===== config.mk =====
export PLATFORM = sky130hd
export DESIGN_NAME = ialu_core
export DESIGN_NICKNAME = d
export VERILOG_FILES = /design/src/rtl/ialu_pkg.sv /design/src/rtl/ialu_addsub.sv /design/src/rtl/ialu_shift.sv /design/src/rtl/ialu_bitwise.sv /design/src/rtl/ialu_core.sv
export SDC_FILE = /design/constraint.sdc
export NUM_CORES = 1
export LEC_CHECK = 0
export ABC_AREA = 1
export CORE_MARGIN = 5
export CORE_UTILIZATION = 45
export DETAILED_ROUTE_END_ITERATION = 10
export PLACE_DENSITY_LB_ADDON = 0.05
export SLEW_MARGIN = 20
export SYNTH_ARGS = -nofsm -noshare
export SYNTH_HDL_FRONTEND = slang
export SYNTH_SLANG_ARGS = --single-unit

===== constraint.sdc =====
create_clock -name vclk -period 4.9
set_input_delay 1.225 -clock vclk [all_inputs]
set_output_delay 1.225 -clock vclk [all_outputs]
set_load 0.005 [all_outputs]

===== src/rtl/ialu_pkg.sv =====
package ialu_pkg;

   typedef enum logic [2:0] {
      OP_ADD  = 3'b000,
      OP_SHL  = 3'b001,
      OP_LTS  = 3'b010,
      OP_LTU  = 3'b011,
      OP_XOR  = 3'b100,
      OP_SHR  = 3'b101,
      OP_OR   = 3'b110,
      OP_AND  = 3'b111
   } op_e;

   function automatic bit is_pow2(int unsigned v);
      return (v != 0) && ((v & (v - 1)) == 0);
   endfunction

endpackage


===== src/rtl/ialu_addsub.sv =====
module ialu_addsub #(
   parameter int WIDTH = 32
) (
   input  logic [WIDTH-1:0] a,
   input  logic [WIDTH-1:0] b,
   input  logic             sub,
   output logic [WIDTH-1:0] sum,
   output logic             carry
);
   logic [WIDTH-1:0] b_eff;
   logic [WIDTH:0]   full;

   // subtract as a + ~b + 1 so one carry chain serves both
   assign b_eff = b ^ {WIDTH{sub}};
   assign full  = {1'b0, a} + {1'b0, b_eff} + {{WIDTH{1'b0}}, sub};
   assign sum   = full[WIDTH-1:0];
   assign carry = full[WIDTH];
endmodule


===== src/rtl/ialu_shift.sv =====
module ialu_shift #(
   parameter int WIDTH  = 32,
   parameter bit BARREL = 1'b1,
   localparam int SHW   = $clog2(WIDTH)
) (
   input  logic [WIDTH-1:0] din,
   input  logic [SHW-1:0]   amt,
   input  logic             left,
   input  logic             arith,
   output logic [WIDTH-1:0] dout
);
   logic [WIDTH-1:0] rin;
   logic [WIDTH-1:0] rout;
   logic             fill;

   // a single right shifter serves both directions; left shifts go through bit reversal
   for (genvar g = 0; g < WIDTH; g++) begin : g_rev_in
      assign rin[g]  = left ? din[WIDTH-1-g] : din[g];
   end
   for (genvar g = 0; g < WIDTH; g++) begin : g_rev_out
      assign dout[g] = left ? rout[WIDTH-1-g] : rout[g];
   end

   assign fill = arith & ~left & din[WIDTH-1];

   if (BARREL) begin : g_barrel
      logic [WIDTH-1:0] st [0:SHW];
      assign st[0] = rin;
      for (genvar i = 0; i < SHW; i++) begin : g_stage
         localparam int K = 1 << i;
         assign st[i+1] = amt[i] ? {{K{fill}}, st[i][WIDTH-1:K]} : st[i];
      end
      assign rout = st[SHW];
   end else begin : g_plain
      logic signed [WIDTH:0] ext;
      logic signed [WIDTH:0] shd;
      assign ext  = {fill, rin};
      assign shd  = ext >>> amt;
      assign rout = shd[WIDTH-1:0];
   end
endmodule


===== src/rtl/ialu_bitwise.sv =====
module ialu_bitwise #(
   parameter int WIDTH = 32
) (
   input  logic [WIDTH-1:0] a,
   input  logic [WIDTH-1:0] b,
   input  logic [1:0]       fn,
   output logic [WIDTH-1:0] y
);
   always_comb begin
      unique case (fn)
         2'b00:   y = a ^ b;
         2'b10:   y = a | b;
         2'b11:   y = a & b;
         default: y = '0;
      endcase
   end
endmodule


===== src/rtl/ialu_core.sv =====
module ialu_core #(
   parameter int WIDTH     = 32,
   parameter bit BARREL    = 1'b1,
   parameter bit SHARE_CMP = 1'b1,
   localparam int SHW      = $clog2(WIDTH)
) (
   input  logic [WIDTH-1:0] op_a,
   input  logic [WIDTH-1:0] op_b,
   input  logic [2:0]       op_sel,
   input  logic             alt,
   input  logic             pass,
   output logic [WIDTH-1:0] res,
   output logic             eq
);
   import ialu_pkg::*;

   if (WIDTH < 8 || !is_pow2(WIDTH)) begin : g_bad_width
      $error("ialu_core: WIDTH must be a power of two and at least 8");
   end

   op_e              op;
   logic             is_cmp;
   logic             sub;
   logic [WIDTH-1:0] sum;
   logic             carry;
   logic [WIDTH-1:0] shv;
   logic [WIDTH-1:0] bwv;
   logic             lt_s;
   logic             lt_u;

   assign op     = op_e'(op_sel);
   assign is_cmp = (op == OP_LTS) || (op == OP_LTU);

   if (SHARE_CMP) begin : g_cmp_shared
      // compares reuse the subtractor: no carry out of a - b means a < b unsigned
      assign sub  = (alt & (op == OP_ADD)) | is_cmp;
      assign lt_u = ~carry;
      assign lt_s = (op_a[WIDTH-1] ^ op_b[WIDTH-1]) ? op_a[WIDTH-1] : ~carry;
   end else begin : g_cmp_own
      assign sub  = alt & (op == OP_ADD);
      assign lt_u = op_a < op_b;
      assign lt_s = $signed(op_a) < $signed(op_b);
   end

   ialu_addsub #(.WIDTH(WIDTH)) addsub_i (
      .a     (op_a),
      .b     (op_b),
      .sub   (sub),
      .sum   (sum),
      .carry (carry)
   );

   ialu_shift #(.WIDTH(WIDTH), .BARREL(BARREL)) shift_i (
      .din   (op_a),
      .amt   (op_b[SHW-1:0]),
      .left  (op == OP_SHL),
      .arith (alt),
      .dout  (shv)
   );

   ialu_bitwise #(.WIDTH(WIDTH)) bitwise_i (
      .a  (op_a),
      .b  (op_b),
      .fn (op_sel[1:0]),
      .y  (bwv)
   );

   assign eq = ~|(op_a ^ op_b);

   always_comb begin
      res = '0;
      if (pass) begin
         res = op_b;
      end else begin
         unique case (op)
            OP_ADD:                 res = sum;
            OP_SHL, OP_SHR:         res = shv;
            OP_LTS:                 res = {{(WIDTH-1){1'b0}}, lt_s};
            OP_LTU:                 res = {{(WIDTH-1){1'b0}}, lt_u};
            OP_XOR, OP_OR, OP_AND:  res = bwv;
            default:                res = '0;
         endcase
      end
   end
endmodule


# Word level (Yosys, flattened, before mapping)
# Index checks and enable logic that the tools add are counted.
# word_totals
regBits	0
latch_bits	0
ram_bits	0
rom_bits	0
output_inout_bits	33
word_cells	102
memories	0
# classes
n_addsub	2
mul	0
n_div	0
magnitude_cmp	0
n_eq_ne	9
n_shift	0
n_mux	73
bitwise	11
n_reduce_logical	7
# ops
op	n
2-to-1 mux 32 bit	6
case mux 32 bit (5 select lines)	1
case mux 32 bit (3 select lines)	1
2-to-1 mux 1 bit	65
bitwise XOR 32 bit	2
adder 32 x 32 -> 33 bit	1
adder 33 x 1 -> 33 bit	1
AND 32 bit	1
OR 32 bit	1
OR reduction 32 bit	1
equality test 3 bit (second input constant)	4
equality test 3 x 2 -> 1 bit (second input constant)	2
equality test 2 bit (second input constant)	2
AND 1 bit	3
equality test 3 x 1 -> 1 bit (second input constant)	1
logical NOT 3 bit	1
OR reduction 3 bit	1
logical NOT 2 bit	1
inverter 1 bit	2
OR reduction 2 bit	1
logical NOT 1 bit	1
logical OR 1 bit	1
OR 1 bit	1
bitwise XOR 1 bit	1

# Depth between registers and ports, before layout
# depth
ltp_word	12
ltp_mapped	21
mapped_depth_nobuf	21

# Hierarchy
# From an unflattened synthesis, not the netlist that was laid out.
# hier_totals
hier_cells	1748
area_unflattened_um2	9312.7
# modules_own_cells
module	instances	cells_each	area_each_um2	seq_area_each_um2
ialu_shift	1	559	2727.6	0.0
ialu_addsub	1	484	2627.5	0.0
ialu_bitwise	1	275	2160.8	0.0
ialu_core	1	430	1796.7	0.0

# Worst setup path before layout
# OpenSTA, ideal clock, no wires.
# synth_path
path_kind	input-to-output
startpoint	input op_b[0]
endpoint	output res[30]
arrival_ns	3.620
t_required_ns	3.675
setup_slack_ns	0.055
path_stages	16
path_cell_list	buf_2 -> inv_2 -> buf_2 -> a21boi_1 -> inv_1 -> fa_1 -> o21ai_0 -> a21oi_1 -> o21ai_0 -> nand3_1 -> nand2_1 -> nand2_1 -> nand3_1 -> nand4_1 -> nand2_1 -> nand2_1
# synth_between
elab_chain_len	8
word_cells_on_any_way	11
# synth_lines
item	line	source
start, declared	ialu_core.sv:8	input logic [WIDTH-1:0] op_b,
branches (longest 6 deep; another with adder 32 x 32 -> 33 bit)	--	
case mux 32 bit (5 select lines) *	ialu_core.sv:75	unique case (op)
2-to-1 mux 32 bit *	ialu_core.sv:72	if (pass) begin
end, declared	ialu_core.sv:12	output logic [WIDTH-1:0] res,
# Every way passes the cells marked *.

# Worst setup path after layout
# layout_path
startpoint	input op_sel[1]
endpoint	output res[26]
# layout_between
elab_chain_len	12
word_cells_on_any_way	58
# layout_lines
item	line	source
start, declared	ialu_core.sv:9	input logic [2:0] op_sel,
branches (longest 10 deep; another with adder 32 x 32 -> 33 bit)	--	
case mux 32 bit (5 select lines) *	ialu_core.sv:75	
2-to-1 mux 32 bit *	ialu_core.sv:72	
# Marks and branches as above.

==> results.yml <==
critical_path:
  max_stage_delay_ns: 0.42
  path_depth: 23
  cp_slowest_cell: "ha_1"
  start_kind: "primary input"
  crit_fanout: 5
  endpoint_kind: "primary output"
  cp_num_buf_inv: 8
  crit_chain: "buf_8, inv_4, nand2_4, o211ai_4, buf_12, buf_12, xor2_1, ha_1, buf_4, buf_6, nand2_4, nor4_4, nand4_1, nand3_4, buf_6, nand2_4, nand2_2, nand2_2, nand3_2, nand2_2, nor2_2, nor2_1, buf_2"
  cp.arrival_ns: 4.34
  criticalPathCategory: "in -> out"
  crit_family: "simple AND/OR/NAND/NOR gates"
  worstPathRequired_ns: 3.67
pwr:
  pwr-share-clk_pct: 0
  intPower_uw: 957
  comb_power_share_pct: 100.0
  peakVddDrop_mv: 0.142
  p_sw_mw: 1.29
  p_leak_nw: 6.41
  power.total_mw: 2.25
  power_density_mw_per_mm2: 172
  p_sw_share_pct: 57.4
  seqPwrFrac_pct: 0
timing:
  slew_headroom_pct: 68.0
  period_minus_slack_ns: 5.57
  setup_slack_ns: -0.668
  finalSetupViolCount: 30
  clock.fmax_ghz: 0.180
  hold_viol_final: 0
  holdWs_ns: 2.88
  worstMarginPinSlew_ns: 0.480
  rsz0062_at_grt: "true"
  finalCritPeriodShare_pct: 114
  final-max-slew-violation-count: 0
synth:
  yosysMostFrequentCell: "nand3_1"
  netlist_area_sq_mm: 0.00748
  synth_cell_types: 41
  synth_top_cell_area_share_pct: 25.3
  syn_nets: 1550
  synth_common_cells: "nand3_1 (378), nand2_1 (331), inv_1 (131), ha_1 (95), nor2_1 (77)"
  yosys.area.top_type: "nand3_1"
  ys_warn_count: 0
  synthTopCellsByArea: "nand3_1 (25%), nand2_1 (17%), ha_1 (16%)"
  syn_inst: 1385
  syn_area_per_cell_sq_um: 5.40
  seq_area_frac_synth_pct: 0
layout:
  fin_util_pct: 79.5
  final-seq-area_sq_um: 0
  fin_cells: 1996
  fin_nets: 1942
  clkbuf_count: 0
  fillers: 1051
  area_growth_pct: 75.0
  seq_cells: 0
  drive_above_1_share_pct: 40.8
floorplanning:
  die_w_um: 139
  die_h_um: 139
  rows: 47
  core_sq_mm: 0.0165
  die_area_sq_mm: 0.0193
  start_util_pct: 45.4
  num_io_pins: 102
run:
  cap_violations: 0
global_routing:
  grt_max_degree: 37
  grt_usage_pct: 40.4
  grt_pass1_wl_um: 63200
  antenna_found_initial: 2
  grt.overflow.total: 0
  grt_pass1_vias: 11446
placed_design:
  hpwl_um: 31100
  portBuffers: 102
  place_congestion: 1.02
  dp.cells: 1900
hold_path:
  holdPathStages: 5
  min_from: "op_b[5]"
  hold_class: "in -> out"
  min_to: "res[5]"
routing:
  drt-initial-drc-count: 2072
  viasPerCell: 6.71
  drt_wl_total_um: 51300
  post-route-drc-count: 0
  via_count: 13400
  final_antenna_net_count: 0
  firstDrtPassIters: 6
  wire_per_inst_um: 25.7
run_status:
  run_status: "complete, but fails checks"
  violations: "setup timing"
clock_tree:
  holdBufCountCts: 0
[worst max path at each step]
stage | start | endpoint | slack [ns]
after global placement | op_sel[1] | res[31] | -1.33
after CTS | op_sel[1] | res[31] | -0.37
after detailed placement | op_sel[1] | res[31] | -1.25
final | op_sel[1] | res[26] | -0.67
after global routing | op_b[14] | res[26] | -0.71
after floorplan | op_b[0] | res[30] | 0.06
[cells in the final DEF, fill, tap and decap left out, drive strengths merged, types with 20 or more instances in the layout]
master	netlist	layout
a21oi	57	57
buf	37	390
clkdlybuf4s50	0	48
ha	95	95
inv	133	133
nand2	343	343
nand3	410	410
nor2	78	78
o211ai	20	20
o21ai	69	69
xor2	39	39
[per-layer routing]
layer  wire [um]  track usage, %  vias up  part of all wire, %
met2       21700            66.9     1332                   42
met1       16400            51.0     6044                   32
met4        5620            20.3        0                   11
li1            -               -     5497                    -
met3        7620            5.90      527                   15
met5           0               0        -                    0
[power by group through the flow]
stage,clock network (mW),registers (mW),logic [mW]
after floorplan,0,0,0.717
final,0.0000000528,0,2.25
after CTS,0,0,1.71
after global routing,0,0,2.31
after detailed placement,0,0,1.41
after global placement,0,0,1.40
[layout make-up]
type | count | area (sq um) | share of cell area, %
multi-input cells | 1172 | 8260 | 63.0
repair buffers | 465 | 4040 | 30.8
inverters | 138 | 529 | 4.04
well taps | 220 | 275 | 2.10
diodes | 1 | 2.50 | 0.0191
[cells by family after synthesis]
logic type | after synthesis | share of synthesized area [%]
buf+inv | 213 | 11.5
fa+ha+maj | 96 | 16.2
compound gates | 168 | 12.8
xor+xnor | 40 | 4.68
simple gates | 868 | 54.9
[what timing repair did]
action                                  in CTS  in global routing
gates resized for setup                    375                254
pin swaps                                  151                159
endpoints found under the setup margin      33                 32
setup buffers                               74                 39
gates cloned                                 2                  0
[tightest hold or removal path, cell delays in order]
cell	delay (ns)
dlymetal6s2s_1	0.11
buf_4	0.12
nand2_1	0.04
nand2_1	0.05
clkbuf_2	0.10
[per-stage QoR]
stage | setup slack [ns] | TNS, ns | area [sq um]
detailed placement | -1.25 | -30.42 | 10600
floorplan | 0.0555 | 0 | 7480
global route | -0.709 | -11.47 | 13100
CTS | -0.370 | -4.78 | 11900
global placement | -1.33 | -30.76 | 10600
finish | -0.668 | -9.97 | 13100
Note: power is estimated with default switching activity, not from simulation.
